File: config.mk
export PLATFORM = sky130hd
export DESIGN_NAME = sram_seq_ctl
export DESIGN_NICKNAME = d
export VERILOG_FILES = /design/src/rtl/sram_seq_ctl_pkg.sv /design/src/rtl/sram_seq_timer.sv /design/src/rtl/sram_seq_fsm.sv /design/src/rtl/sram_seq_pins.sv /design/src/rtl/sram_seq_ctl.sv
export SDC_FILE = /design/constraint.sdc
export NUM_CORES = 1
export LEC_CHECK = 0
export ABC_AREA = 1
export CORE_MARGIN = 2
export CORE_UTILIZATION = 47
export CTS_BUF_LIST = sky130_fd_sc_hd__clkbuf_4 sky130_fd_sc_hd__clkbuf_8
export DETAILED_ROUTE_END_ITERATION = 12
export PLACE_DENSITY = 0.86
export SYNTH_ARGS = -nofsm -noshare
export SYNTH_HDL_FRONTEND = slang
export SYNTH_SLANG_ARGS = --single-unit
File: constraint.sdc
create_clock -name clk -period 2.8 [get_ports clk]
set_input_delay 0.56 -clock clk [delete_from_list [all_inputs] [get_ports clk]]
set_output_delay 0.56 -clock clk [all_outputs]
set_load 0.02 [all_outputs]
File: src/rtl/sram_seq_ctl_pkg.sv
package sram_seq_ctl_pkg;

  typedef enum logic [2:0] {
    PH_IDLE    = 3'd0,
    PH_SETUP   = 3'd1,
    PH_STROBE  = 3'd2,
    PH_RECOVER = 3'd3,
    PH_ACCESS  = 3'd4,
    PH_CAPTURE = 3'd5
  } phase_e;

  typedef enum logic [2:0] {
    LIM_ADDR_SETUP,
    LIM_WE_PULSE,
    LIM_CS_SETUP,
    LIM_ADDR_TO_WEH,
    LIM_DATA_SETUP,
    LIM_WR_CYCLE,
    LIM_RECOVERY,
    LIM_ACCESS
  } limit_e;

  // nanosecond minimum per grade (0 = fast, 1 = slow)
  function automatic int unsigned limit_ns(input int unsigned grade, input limit_e which);
    int unsigned v;
    case (which)
      LIM_ADDR_SETUP:  v = 0;
      LIM_WE_PULSE:    v = (grade != 0) ? 12 : 10;
      LIM_CS_SETUP:    v = (grade != 0) ? 12 : 10;
      LIM_ADDR_TO_WEH: v = (grade != 0) ? 12 : 10;
      LIM_DATA_SETUP:  v = (grade != 0) ? 7 : 6;
      LIM_WR_CYCLE:    v = (grade != 0) ? 15 : 12;
      LIM_RECOVERY:    v = 1;
      LIM_ACCESS:      v = (grade != 0) ? 15 : 12;
      default:         v = 0;
    endcase
    return v;
  endfunction

  function automatic int unsigned clocks_for(input int unsigned ns, input int unsigned period);
    int unsigned c;
    c = (ns + period - 1) / period;
    if (c == 0) c = 1;
    return c;
  endfunction

  function automatic int unsigned max2(input int unsigned a, input int unsigned b);
    return (a > b) ? a : b;
  endfunction

  function automatic int unsigned setup_clks(input int unsigned period, input int unsigned grade);
    return clocks_for(limit_ns(grade, LIM_ADDR_SETUP), period);
  endfunction

  function automatic int unsigned strobe_clks(input int unsigned period, input int unsigned grade);
    int unsigned m;
    m = clocks_for(limit_ns(grade, LIM_WE_PULSE), period);
    m = max2(m, clocks_for(limit_ns(grade, LIM_CS_SETUP), period));
    m = max2(m, clocks_for(limit_ns(grade, LIM_ADDR_TO_WEH), period));
    m = max2(m, clocks_for(limit_ns(grade, LIM_DATA_SETUP), period));
    return m;
  endfunction

  function automatic int unsigned recover_clks(input int unsigned period, input int unsigned grade);
    int unsigned used;
    int unsigned cyc;
    int unsigned rest;
    used = setup_clks(period, grade) + strobe_clks(period, grade);
    cyc  = clocks_for(limit_ns(grade, LIM_WR_CYCLE), period);
    rest = (cyc > used) ? (cyc - used) : 0;
    return max2(rest, clocks_for(limit_ns(grade, LIM_RECOVERY), period));
  endfunction

  function automatic int unsigned access_clks(input int unsigned period, input int unsigned grade);
    return clocks_for(limit_ns(grade, LIM_ACCESS), period);
  endfunction

endpackage

File: src/rtl/sram_seq_timer.sv
module sram_seq_timer #(
  parameter int CNT_W = 4
) (
  input  logic             clk,
  input  logic             rst_n,
  input  logic             load,
  input  logic [CNT_W-1:0] load_val,
  output logic             expired
);

  logic [CNT_W-1:0] cnt_q;
  logic [CNT_W-1:0] cnt_d;
  logic             cnt_en;

  always_comb begin
    cnt_en = load || (cnt_q != '0);
    cnt_d  = load ? load_val : (cnt_q - 1'b1);
  end

  always_ff @(posedge clk or negedge rst_n) begin
    if (!rst_n) begin
      cnt_q <= '0;
    end else if (cnt_en) begin
      cnt_q <= cnt_d;
    end
  end

  assign expired = (cnt_q == '0);

endmodule

File: src/rtl/sram_seq_fsm.sv
module sram_seq_fsm
  import sram_seq_ctl_pkg::*;
#(
  parameter int CNT_W = 4,
  parameter int SU_C  = 1,
  parameter int STB_C = 2,
  parameter int REC_C = 1,
  parameter int ACC_C = 3
) (
  input  logic             clk,
  input  logic             rst_n,
  input  logic             req_valid,
  input  logic             req_write,
  input  logic             expired,
  output phase_e           phase_q,
  output logic             load,
  output logic [CNT_W-1:0] load_val,
  output logic             accept,
  output logic             capture,
  output logic             busy
);

  localparam logic [CNT_W-1:0] SU_LD  = CNT_W'(SU_C - 1);
  localparam logic [CNT_W-1:0] STB_LD = CNT_W'(STB_C - 1);
  localparam logic [CNT_W-1:0] REC_LD = CNT_W'(REC_C - 1);
  localparam logic [CNT_W-1:0] ACC_LD = CNT_W'(ACC_C - 1);

  phase_e phase_d;

  always_comb begin
    phase_d  = phase_q;
    load     = 1'b0;
    load_val = '0;
    accept   = 1'b0;
    capture  = 1'b0;
    case (phase_q)
      PH_IDLE: begin
        if (req_valid) begin
          accept = 1'b1;
          load   = 1'b1;
          if (req_write) begin
            phase_d  = PH_SETUP;
            load_val = SU_LD;
          end else begin
            phase_d  = PH_ACCESS;
            load_val = ACC_LD;
          end
        end
      end
      PH_SETUP: begin
        if (expired) begin
          phase_d  = PH_STROBE;
          load     = 1'b1;
          load_val = STB_LD;
        end
      end
      PH_STROBE: begin
        if (expired) begin
          phase_d  = PH_RECOVER;
          load     = 1'b1;
          load_val = REC_LD;
        end
      end
      PH_RECOVER: begin
        if (expired) phase_d = PH_IDLE;
      end
      PH_ACCESS: begin
        if (expired) begin
          capture = 1'b1;
          phase_d = PH_CAPTURE;
        end
      end
      PH_CAPTURE: phase_d = PH_IDLE;
      default:    phase_d = PH_IDLE;
    endcase
  end

  always_ff @(posedge clk or negedge rst_n) begin
    if (!rst_n) begin
      phase_q <= PH_IDLE;
    end else begin
      phase_q <= phase_d;
    end
  end

  assign busy = (phase_q != PH_IDLE);

endmodule

File: src/rtl/sram_seq_pins.sv
module sram_seq_pins
  import sram_seq_ctl_pkg::*;
#(
  parameter int ADDR_W = 22
) (
  input  logic              clk,
  input  logic              rst_n,
  input  logic              accept,
  input  logic [ADDR_W-1:0] req_addr,
  input  logic              req_wdata,
  input  phase_e            phase_q,
  input  logic              capture,
  input  logic              sram_q,
  output logic [ADDR_W-1:0] sram_addr,
  output logic              sram_din,
  output logic              sram_cs_n,
  output logic              sram_we_n,
  output logic              sram_oe_n,
  output logic              rdata,
  output logic              rvalid
);

  logic [ADDR_W-1:0] addr_q;
  logic              din_q;
  logic              rdata_q;
  logic              rvalid_q;

  // address and data are loaded only when a request is taken
  always_ff @(posedge clk or negedge rst_n) begin
    if (!rst_n) begin
      addr_q <= '0;
      din_q  <= 1'b0;
    end else if (accept) begin
      addr_q <= req_addr;
      din_q  <= req_wdata;
    end
  end

  always_ff @(posedge clk or negedge rst_n) begin
    if (!rst_n) begin
      rdata_q <= 1'b0;
    end else if (capture) begin
      rdata_q <= sram_q;
    end
  end

  always_ff @(posedge clk or negedge rst_n) begin
    if (!rst_n) begin
      rvalid_q <= 1'b0;
    end else begin
      rvalid_q <= capture;
    end
  end

  // strobe levels decoded from the phase register
  always_comb begin
    sram_cs_n = 1'b1;
    sram_we_n = 1'b1;
    sram_oe_n = 1'b1;
    case (phase_q)
      PH_SETUP, PH_RECOVER: sram_cs_n = 1'b0;
      PH_STROBE: begin
        sram_cs_n = 1'b0;
        sram_we_n = 1'b0;
      end
      PH_ACCESS: begin
        sram_cs_n = 1'b0;
        sram_oe_n = 1'b0;
      end
      default: begin
        sram_cs_n = 1'b1;
      end
    endcase
  end

  assign sram_addr = addr_q;
  assign sram_din  = din_q;
  assign rdata     = rdata_q;
  assign rvalid    = rvalid_q;

endmodule

File: src/rtl/sram_seq_ctl.sv
module sram_seq_ctl
  import sram_seq_ctl_pkg::*;
#(
  parameter int CLK_PERIOD_NS = 5,
  parameter int GRADE         = 0,
  parameter int ADDR_W        = 22
) (
  input  logic              clk,
  input  logic              rst_n,
  input  logic              req_valid,
  input  logic              req_write,
  input  logic [ADDR_W-1:0] req_addr,
  input  logic              req_wdata,
  output logic              busy,
  output logic              rdata,
  output logic              rvalid,
  output logic [ADDR_W-1:0] sram_addr,
  output logic              sram_din,
  input  logic              sram_q,
  output logic              sram_cs_n,
  output logic              sram_we_n,
  output logic              sram_oe_n
);

  localparam int SU_C  = int'(setup_clks(CLK_PERIOD_NS, GRADE));
  localparam int STB_C = int'(strobe_clks(CLK_PERIOD_NS, GRADE));
  localparam int REC_C = int'(recover_clks(CLK_PERIOD_NS, GRADE));
  localparam int ACC_C = int'(access_clks(CLK_PERIOD_NS, GRADE));
  localparam int MAX_C = int'(max2(max2(SU_C, STB_C), max2(REC_C, ACC_C)));
  localparam int CNT_W = $clog2(MAX_C + 1);

  logic             rst_meta_n;
  logic             rst_core_n;
  logic             load;
  logic [CNT_W-1:0] load_val;
  logic             expired;
  logic             accept;
  logic             capture;
  phase_e           phase_q;

  // asynchronous assertion, synchronous release
  always_ff @(posedge clk or negedge rst_n) begin
    if (!rst_n) begin
      rst_meta_n <= 1'b0;
      rst_core_n <= 1'b0;
    end else begin
      rst_meta_n <= 1'b1;
      rst_core_n <= rst_meta_n;
    end
  end

  sram_seq_timer #(.CNT_W(CNT_W)) u_timer (
    .clk      (clk),
    .rst_n    (rst_core_n),
    .load     (load),
    .load_val (load_val),
    .expired  (expired)
  );

  sram_seq_fsm #(
    .CNT_W (CNT_W),
    .SU_C  (SU_C),
    .STB_C (STB_C),
    .REC_C (REC_C),
    .ACC_C (ACC_C)
  ) u_fsm (
    .clk       (clk),
    .rst_n     (rst_core_n),
    .req_valid (req_valid),
    .req_write (req_write),
    .expired   (expired),
    .phase_q   (phase_q),
    .load      (load),
    .load_val  (load_val),
    .accept    (accept),
    .capture   (capture),
    .busy      (busy)
  );

  sram_seq_pins #(.ADDR_W(ADDR_W)) u_pins (
    .clk       (clk),
    .rst_n     (rst_core_n),
    .accept    (accept),
    .req_addr  (req_addr),
    .req_wdata (req_wdata),
    .phase_q   (phase_q),
    .capture   (capture),
    .sram_q    (sram_q),
    .sram_addr (sram_addr),
    .sram_din  (sram_din),
    .sram_cs_n (sram_cs_n),
    .sram_we_n (sram_we_n),
    .sram_oe_n (sram_oe_n),
    .rdata     (rdata),
    .rvalid    (rvalid)
  );

endmodule

==> reports/qor.yml, run 1 <==
sta:
  tns_ns: 0
  slew_headroom_pct: 24.0
  tightest_slew_ns: 1.14
  finalMaxSlewViolations: 0
  finalClockSkew_ns: 0.00892
  period_share_pct: 83.8
  setup_viol: 0
  hold_slack_ns: 0.371
  min_period_ns: 2.35
  finalHoldViolations: 0
  fmax_mhz: 426
  fin_ws_ns: 0.452
  rsz0062_at_grt: "no"
global_route:
  grt_pass1_vias: 1279
  use_met2_pct: 37.9
  grt_usage_pct: 20.1
  antenna_found_initial: 0
  use_met1_pct: 20.9
  grt_max_degree: 31
  top_usage_layer: "met2"
  grt_pass1_wl_mm: 5.21
  grt_remaining_overflow: 0
  use_met3_pct: 5.05
synthesis:
  synth_nets: 188
  synth_top_area_cell: "dfrtp_1"
  synth_seq_cells: 32
  synth_cell_types: 18
  yosysTopAreaCellShare_pct: 57.0
  synth_area_leaders: "dfrtp_1, nand2_1, buf_6"
  syn_area_mm2: 0.00140
  synthCells: 159
  synth_area_per_cell_um2: 8.83
  yosysSeqAreaShare_pct: 57.0
  ys_warn_count: 0
layout:
  syn_to_final_growth_pct: 44.2
  layout_common_cells: "nand2_1, clkdlybuf4s50_1, dfrtp_1"
  antennaDiodeCount: 0
  final_common_cell: "nand2_1"
  layout-drive-gt1-share_pct: 10.5
  design_area_mm2: 0.00202
  fin_nets: 247
clock_tree:
  cts_resized: 0
  cts_root_buf: "clkbuf_4"
  worstSkewPairLatency_ns: 0.31
  cts_max_level: 2
  clock_path_buffers: 2
  hold_buffers: 0
  path_clk_slew_ns: 0.09
  post-cts-setup-buffers: 0
  cts_buffers: 5
  cts_tree: "built"
  clkSinkCount: 32
status:
  violations: "design-rule violations"
  status: "finished with violations"
pwr:
  leakage_nw: 1.04
  p_per_area_mw_per_mm2: 1180
  vdd_drop_max_uv: 652
  finalPower_w: 0.00239
worst_setup_path:
  critPathTopFamily: "buffers and inverters"
  r2r_end: "u_timer.cnt_q[0]"
  slowest_stage: "clkdlybuf4s50_1"
  r2r_cells: 6
  cp_data_arrival_time_ns: 1.79
  critPathMaxFanout: 5
  timing_worst_setup_path_type: "flip-flop to output port"
  critPathMaxStageDelay_ns: 0.60
  start_kind: "flip-flop"
  worstPathCellList: "inv_2, nand3_2, nand2_2, nor2_1, clkdlybuf4s50_1"
  ff2ff_setup_slack_ns: 1.19
  path_buf_inv: 2
  crit_path_end_kind: "output port"
  path_depth: 5
  cp-endpoint: "sram_cs_n"
  cp.required_ns: 2.24
  reg2reg_from: "u_fsm.phase_q[1]"
  cp-startpoint: "u_fsm.phase_q[2]"
routing:
  drt_wl_total_mm: 3.17
  ant_nets: 0
  wire_per_inst_um: 12.7
  drt_iter0_drc: 41
  drc: 3
  vias: 1208
  avgViaCountPerCell: 4.83
  dr.pass1.iters: 8
flow_run:
  maxCapViolCount: 0
worst_hold_path:
  hold_class: "flip-flop to flip-flop"
  min-delay-start: "rst_meta_n"
  whs_path_depth: 0
place:
  portBuffers: 56
  routabilityCongestion: 0.901
  postPlaceCellArea_mm2: 0.00196
  hpwlAfterDp_mm: 2.48
  dp_slack_ns: 0.712
floorplan:
  die_area_mm2: 0.00344
  die_x_um: 58.7
  io_pins: 57
  design.core.area_mm2: 0.00281
  start_util_pct: 50.0
  rows: 19
  die-height_um: 58.7
## worst min-delay path by stage
| stage | endpoint | slack, ns |
|---|---|---|
| 2_1_floorplan | rst_core_n | 0.26 |
| 3_3_place_gp | rst_core_n | 0.34 |
| 3_5_place_dp | rst_core_n | 0.35 |
| 4_1_cts | rst_core_n | 0.38 |
| 5_1_grt | rst_core_n | 0.38 |
| 6_report | rst_core_n | 0.37 |
## registers in the layout (all words and copies together) (netlist names)
signal	cells
rst_core_n	1
rst_meta_n	1
u_fsm.phase_q	3
u_pins.rdata	1
u_pins.rvalid	1
u_pins.sram_addr	22
u_pins.sram_din	1
u_timer.cnt_q	2
## power breakdown
| part | switching, W | total, W | internal (W) |
|---|---|---|---|
| combinational | 0.000729 | 0.00130 | 0.000570 |
| clock | 0.000141 | 0.000284 | 0.000143 |
| sequential | 0.000139 | 0.000807 | 0.000669 |
## per-layer routing
layer,wire (um),share of wire [%]
met5,0,0
met4,42,1.3
met3,151,4.8
met2,1770,56
met1,1210,38
## through the flow
| stage | util, % | cells |
|---|---|---|
| finish | 72.2 | 250 |
| global route | 72.2 | 250 |
| detailed placement | 69.8 | 242 |
| global placement | 69.8 | 242 |
| CTS | 72.2 | 250 |
| floorplan | - | 159 |
## logic make-up (layout without fill, tap and decap cells)
logic type | after synthesis | after routing | share of synthesized area [%]
compound gates | 3 | 3 | 1.34
fa+ha+maj | 1 | 1 | 0.891
buf+inv | 14 | 74 | 5.88
flops | 32 | 32 | 57.0
mux | 1 | 1 | 0.802
other cells | 1 | 1 | 0.267
simple gates | 107 | 107 | 33.8
## Yosys cell counts
master     n
buf_6      4
conb_1     1
dfrtp_1   32
ha_1       1
inv_1      8
inv_2      2
mux2_2     1
nand2_1   84
nand2_2    4
nand2_4    3
nand3_1    5
nand3_2    2
nand3b_1   1
nand4_1    1
nor2_1     5
nor2_4     2
o21ai_0    2
o21ai_2    1
## worst reg2reg max path: stages (launching register included)
cell     delay [ns]
dfrtp_1        0.46
nor2_4         0.21
nand2_4        0.09
nor2_4         0.43
o21ai_0        0.16
nand2_1        0.10
nor2_1         0.05
## layout make-up
class | count | area [um2]
Timing Repair Buffer | 56 | 561
Tap cell | 31 | 38.8
Sequential cell | 32 | 801
Fill cell | 234 | 781
Inverter | 10 | 37.5
Clock buffer | 8 | 66.3
Multi-Input combinational cell | 113 | 520
Note: power is estimated with default switching activity, not from simulation.
==> inputs of run 2 (changes only) <==
--- a/config.mk
+++ b/config.mk
@@ -7,10 +7,10 @@
 export LEC_CHECK = 0
 export ABC_AREA = 1
 export CORE_MARGIN = 2
-export CORE_UTILIZATION = 47
+export CORE_UTILIZATION = 44
 export CTS_BUF_LIST = sky130_fd_sc_hd__clkbuf_4 sky130_fd_sc_hd__clkbuf_8
 export DETAILED_ROUTE_END_ITERATION = 12
-export PLACE_DENSITY = 0.86
+export PLACE_DENSITY = 0.82
 export SYNTH_ARGS = -nofsm -noshare
 export SYNTH_HDL_FRONTEND = slang
 export SYNTH_SLANG_ARGS = --single-unit
==> constraint.sdc (replaced) <==
create_clock -name clk -period 2.3 [get_ports clk]
set_input_delay 0.46 -clock clk [delete_from_list [all_inputs] [get_ports clk]]
set_output_delay 0.46 -clock clk [all_outputs]
set_load 0.02 [all_outputs]
==> run 2 against run 1 <==
Compared with the run above: the flow now finishes without violations; first-iteration DRC count decreased by 4.9%; register-to-register slack got worse by 0.40 ns; total power increased by 21%; flip-flop and latch count unchanged; largest cell class unchanged.
==> reports/qor.yml, run 2 (same netlist as run 1, synthesis figures left out) <==
routing:
  wire_per_inst_um: 10.7
  dr.pass1.iters: 4
  drc: 0
  drt_wl_total_mm: 2.84
  vias: 1182
  ant_nets: 0
  drt_iter0_drc: 39
  avgViaCountPerCell: 4.46
worst_setup_path:
  r2r_end: "u_pins.sram_addr[3]"
  cp-startpoint: "u_fsm.phase_q[1]"
  timing_worst_setup_path_type: "flip-flop to output port"
  ff2ff_setup_slack_ns: 0.79
  reg2reg_from: "u_fsm.phase_q[1]"
  start_kind: "flip-flop"
  critPathMaxFanout: 5
  crit_path_end_kind: "output port"
  r2r_cells: 6
  cp_data_arrival_time_ns: 1.62
  cp.required_ns: 1.84
place:
  routabilityCongestion: 0.836
  placed_cells: 257
  hpwlAfterDp_mm: 2.16
  dp_slack_ns: 0.399
  portBuffers: 56
clock_tree:
  hold_buffers: 0
  path_clk_slew_ns: 0.10
  cts_root_buf: "clkbuf_4"
  worstSkewPairLatency_ns: 0.32
  clkSinkCount: 32
  cts_buffers: 5
  cts_resized: 0
  post-cts-setup-buffers: 0
  clock_path_buffers: 2
  cts_tree: "built"
  cts_max_level: 2
global_route:
  grt_remaining_overflow: 0
  grt_pass1_vias: 1058
  grt_pass1_wl_mm: 4.64
  grt_max_degree: 28
  antenna_found_initial: 0
  grt_usage_pct: 17.7
pwr:
  leakage_nw: 1.05
  p_per_area_mw_per_mm2: 1400
  vdd_drop_max_uv: 671
sta:
  finalClockSkew_ns: 0.00872
  tightest_slew_ns: 0.517
  rsz0062_at_grt: "no"
  hold_slack_ns: 0.213
  fin_ws_ns: 0.223
  tns_ns: 0
  slew_headroom_pct: 65.6
  fmax_mhz: 481
  min_period_ns: 2.08
  finalMaxSlewViolations: 0
  setup_viol: 0
  finalHoldViolations: 0
  period_share_pct: 90.3
floorplan:
  start_util_pct: 46.0
  die-height_um: 60.5
  die_x_um: 60.5
  rows: 20
  design.core.area_mm2: 0.00305
  io_pins: 57
  die_area_mm2: 0.00366
layout:
  largest_reg_flops: 22
  antennaDiodeCount: 0
  fin_nets: 249
  syn_to_final_growth_pct: 46.9
  layout-drive-gt1-share_pct: 12.7
  seq_area_um2: 805
  multi_input_area_um2: 520
  layout_common_cells: "nand2_1, clkdlybuf4s50_1, dfrtp_1"
  fin_cells: 265
  final_common_cell: "nand2_1"
  nFillCells: 247
status:
  status: "finished clean"
worst_hold_path:
  hold_class: "flip-flop to async pin"
flow_run:
  maxCapViolCount: 0
run 2: power by group:
group          switching, W  internal (W)  leakage (nW)
Sequential         0.000159      0.000818         0.392
Clock              0.000172      0.000174        0.0394
Combinational      0.000871      0.000697         0.620
Total               0.00120       0.00169          1.05
run 2: per-layer routing:
layer | vias to the layer above | wire (um) | global-route usage [%]
li1 | 604 | - | -
met1 | 536 | 1210 | 21.7
met2 | 38 | 1430 | 28.6
met3 | 4 | 167 | 6.82
met4 | 0 | 40 | 6.52
met5 | - | 0 | 0
run 2: critical path: stages, from the launching register on:
cell	delay, ns
dfrtp_2	0.46
nor2_4	0.20
nand2_4	0.09
clkdlybuf4s50_1	0.54
run 2: area by class of cell:
class	count	area share [%]
Sequential cell	32	39.0
Timing Repair Buffer	58	28.0
Multi-Input combinational cell	113	25.2
Clock buffer	8	3.22
Tap cell	44	2.67
Inverter	10	1.82
run 2: how the worst max path moves through the flow:
stage                     slack [ns]  cells past startpoint         to
after floorplan                 0.81                      4  sram_cs_n
after global placement          0.40                      5  sram_cs_n
after detailed placement        0.40                      5  sram_cs_n
after CTS                       0.03                      5  sram_cs_n
after global routing            0.13                      3       busy
final                           0.22                      3       busy
run 2: metrics by stage:
step	utilization (%)	total power [W]	cell area, um2
floorplan	-	0.00193	1400
detailed placement	65.2	0.00257	1990
global route	67.5	0.00313	2060
finish	67.5	0.00289	2060
CTS	67.3	0.00293	2060
global placement	65.2	0.00254	1990
==> inputs of run 3 (changes only) <==
--- a/config.mk
+++ b/config.mk
@@ -6,11 +6,12 @@
 export NUM_CORES = 1
 export LEC_CHECK = 0
 export ABC_AREA = 1
+export ABC_CLOCK_PERIOD_IN_PS = 2600
 export CORE_MARGIN = 2
-export CORE_UTILIZATION = 44
+export CORE_UTILIZATION = 47
 export CTS_BUF_LIST = sky130_fd_sc_hd__clkbuf_4 sky130_fd_sc_hd__clkbuf_8
 export DETAILED_ROUTE_END_ITERATION = 12
-export PLACE_DENSITY = 0.82
+export PLACE_DENSITY = 0.86
 export SYNTH_ARGS = -nofsm -noshare
 export SYNTH_HDL_FRONTEND = slang
 export SYNTH_SLANG_ARGS = --single-unit
==> constraint.sdc (replaced) <==
create_clock -name clk -period 2.6 [get_ports clk]
set_input_delay 0.52 -clock clk [delete_from_list [all_inputs] [get_ports clk]]
set_output_delay 0.52 -clock clk [all_outputs]
set_load 0.02 [all_outputs]
==> run 3 against run 2 <==
Compared with the run above: the flow now finishes with violations (design-rule violations); via count up 3.4%; register-to-register slack better by 0.18 ns; largest power group unchanged; count of clock-buffer cells in the layout unchanged; clock power down 9.5%; critical path type unchanged; cell count down 5.3%; setup slack better by 0.063 ns.
==> reports/qor.yml, run 3 (same netlist as run 1, synthesis figures left out) <==
status:
  status: "finished with violations"
  violations: "design-rule violations"
layout:
  antennaDiodeCount: 0
  largest_reg_flops: 22
  layout-drive-gt1-share_pct: 10.9
  fin_nets: 248
  seq_area_um2: 801
  syn_to_final_growth_pct: 44.7
  multi_input_area_um2: 520
  final_common_cell: "nand2_1"
  nFillCells: 216
  layout_common_cells: "nand2_1, clkdlybuf4s50_1, dfrtp_1"
floorplan:
  rows: 19
  die-height_um: 58.7
  die_area_mm2: 0.00344
  design.core.area_mm2: 0.00281
  die_x_um: 58.7
  start_util_pct: 50.0
  io_pins: 57
pwr:
  p_per_area_mw_per_mm2: 1280
  vdd_drop_max_uv: 657
  leakage_nw: 1.04
place:
  portBuffers: 56
  hpwlAfterDp_mm: 2.44
  routabilityCongestion: 0.844
clock_tree:
  worstSkewPairLatency_ns: 0.33
  cts_tree: "built"
  post-cts-setup-buffers: 0
  clock_path_buffers: 2
  clkSinkCount: 32
  cts_root_buf: "clkbuf_4"
  cts_buffers: 5
  hold_buffers: 0
  cts_max_level: 2
  path_clk_slew_ns: 0.10
  cts_resized: 0
global_route:
  grt_max_degree: 28
  grt_pass1_wl_mm: 5.38
  grt_pass1_vias: 1271
  grt_remaining_overflow: 0
  grt_usage_pct: 20.8
  antenna_found_initial: 0
sta:
  finalClockSkew_ns: 0.00863
  tightest_slew_ns: 0.578
  tns_ns: 0
  fmax_mhz: 432
  finalHoldViolations: 0
  slew_headroom_pct: 61.3
  setup_viol: 0
  period_share_pct: 89.0
  hold_slack_ns: 0.213
  min_period_ns: 2.31
  finalMaxSlewViolations: 0
  rsz0062_at_grt: "no"
worst_setup_path:
  cp.required_ns: 2.08
  r2r_end: "u_timer.cnt_q[0]"
  reg2reg_from: "u_fsm.phase_q[0]"
  r2r_cells: 6
  timing_worst_setup_path_type: "flip-flop to output port"
  ff2ff_setup_slack_ns: 0.97
  critPathMaxFanout: 5
  crit_path_end_kind: "output port"
  start_kind: "flip-flop"
  cp_data_arrival_time_ns: 1.79
routing:
  drt_wl_total_mm: 3.22
  avgViaCountPerCell: 4.87
  ant_nets: 0
  wire_per_inst_um: 12.8
  drt_iter0_drc: 45
  vias: 1222
  dr.pass1.iters: 9
  drc: 3
worst_hold_path:
  hold_class: "flip-flop to async pin"
flow_run:
  maxCapViolCount: 0
==> run 3: cell count changes in the layout (fill, tap and decap cells not counted) <==
cell,delta
dfrtp_1,+3
buf_4,-1
dfrtp_2,-3
dlymetal6s2s_1,-1
clkdlybuf4s50_1,+1
==> run 3: through the flow <==
stage | setup slack, ns | util (%) | cell area (um2) | power [W] | instances
global route | 0.174 | 72.4 | 2030 | 0.00278 | 251
finish | 0.286 | 72.4 | 2030 | 0.00259 | 251
global placement | 0.617 | 70.1 | 1970 | 0.00223 | 243
floorplan | 1.05 | - | 1400 | 0.00171 | 159
CTS | 0.275 | 72.4 | 2030 | 0.00261 | 251
detailed placement | 0.545 | 70.1 | 1970 | 0.00229 | 243
==> run 3: area by class of cell <==
cell class                 instances  share of cell area, %
multi-input combinational        113                   25.6
tap                               31                   1.91
inverter                          10                   1.85
clock buffer                       8                   3.26
sequential                        32                   39.4
timing repair buffer              57                   28.0
==> run 3: where the power goes <==
| part | switching [W] | leakage (nW) | internal, W |
|---|---|---|---|
| registers | 0.000149 | 0.396 | 0.000720 |
| clock network | 0.000159 | 0.0394 | 0.000154 |
| logic | 0.000795 | 0.607 | 0.000614 |
==> run 3: worst max-delay path: stages (launching register included) <==
cell and delay, ns:
dfrtp_1 0.50, inv_1 0.09, nand3_2 0.10, nand2_2 0.08, nor2_1 0.10, clkdlybuf4s50_1 0.60
==> run 3: worst max-delay path by stage <==
stage,from,to,slack [ns],cells after the start
after global placement,req_valid,u_timer.cnt_q[0],0.62,6
after detailed placement,req_valid,u_timer.cnt_q[0],0.54,6
final,u_fsm.phase_q[0],sram_cs_n,0.29,5
after global routing,u_fsm.phase_q[0],sram_cs_n,0.17,5
after floorplan,u_fsm.phase_q[2],sram_cs_n,1.05,4
after CTS,u_fsm.phase_q[2],sram_cs_n,0.28,5
==> run 3: metal layers <==
metal	track usage (%)	share of wire [%]
met2	36.4	55
met3	4.62	6.3
met4	11.0	0.90
met5	0	0
met1	23.7	38
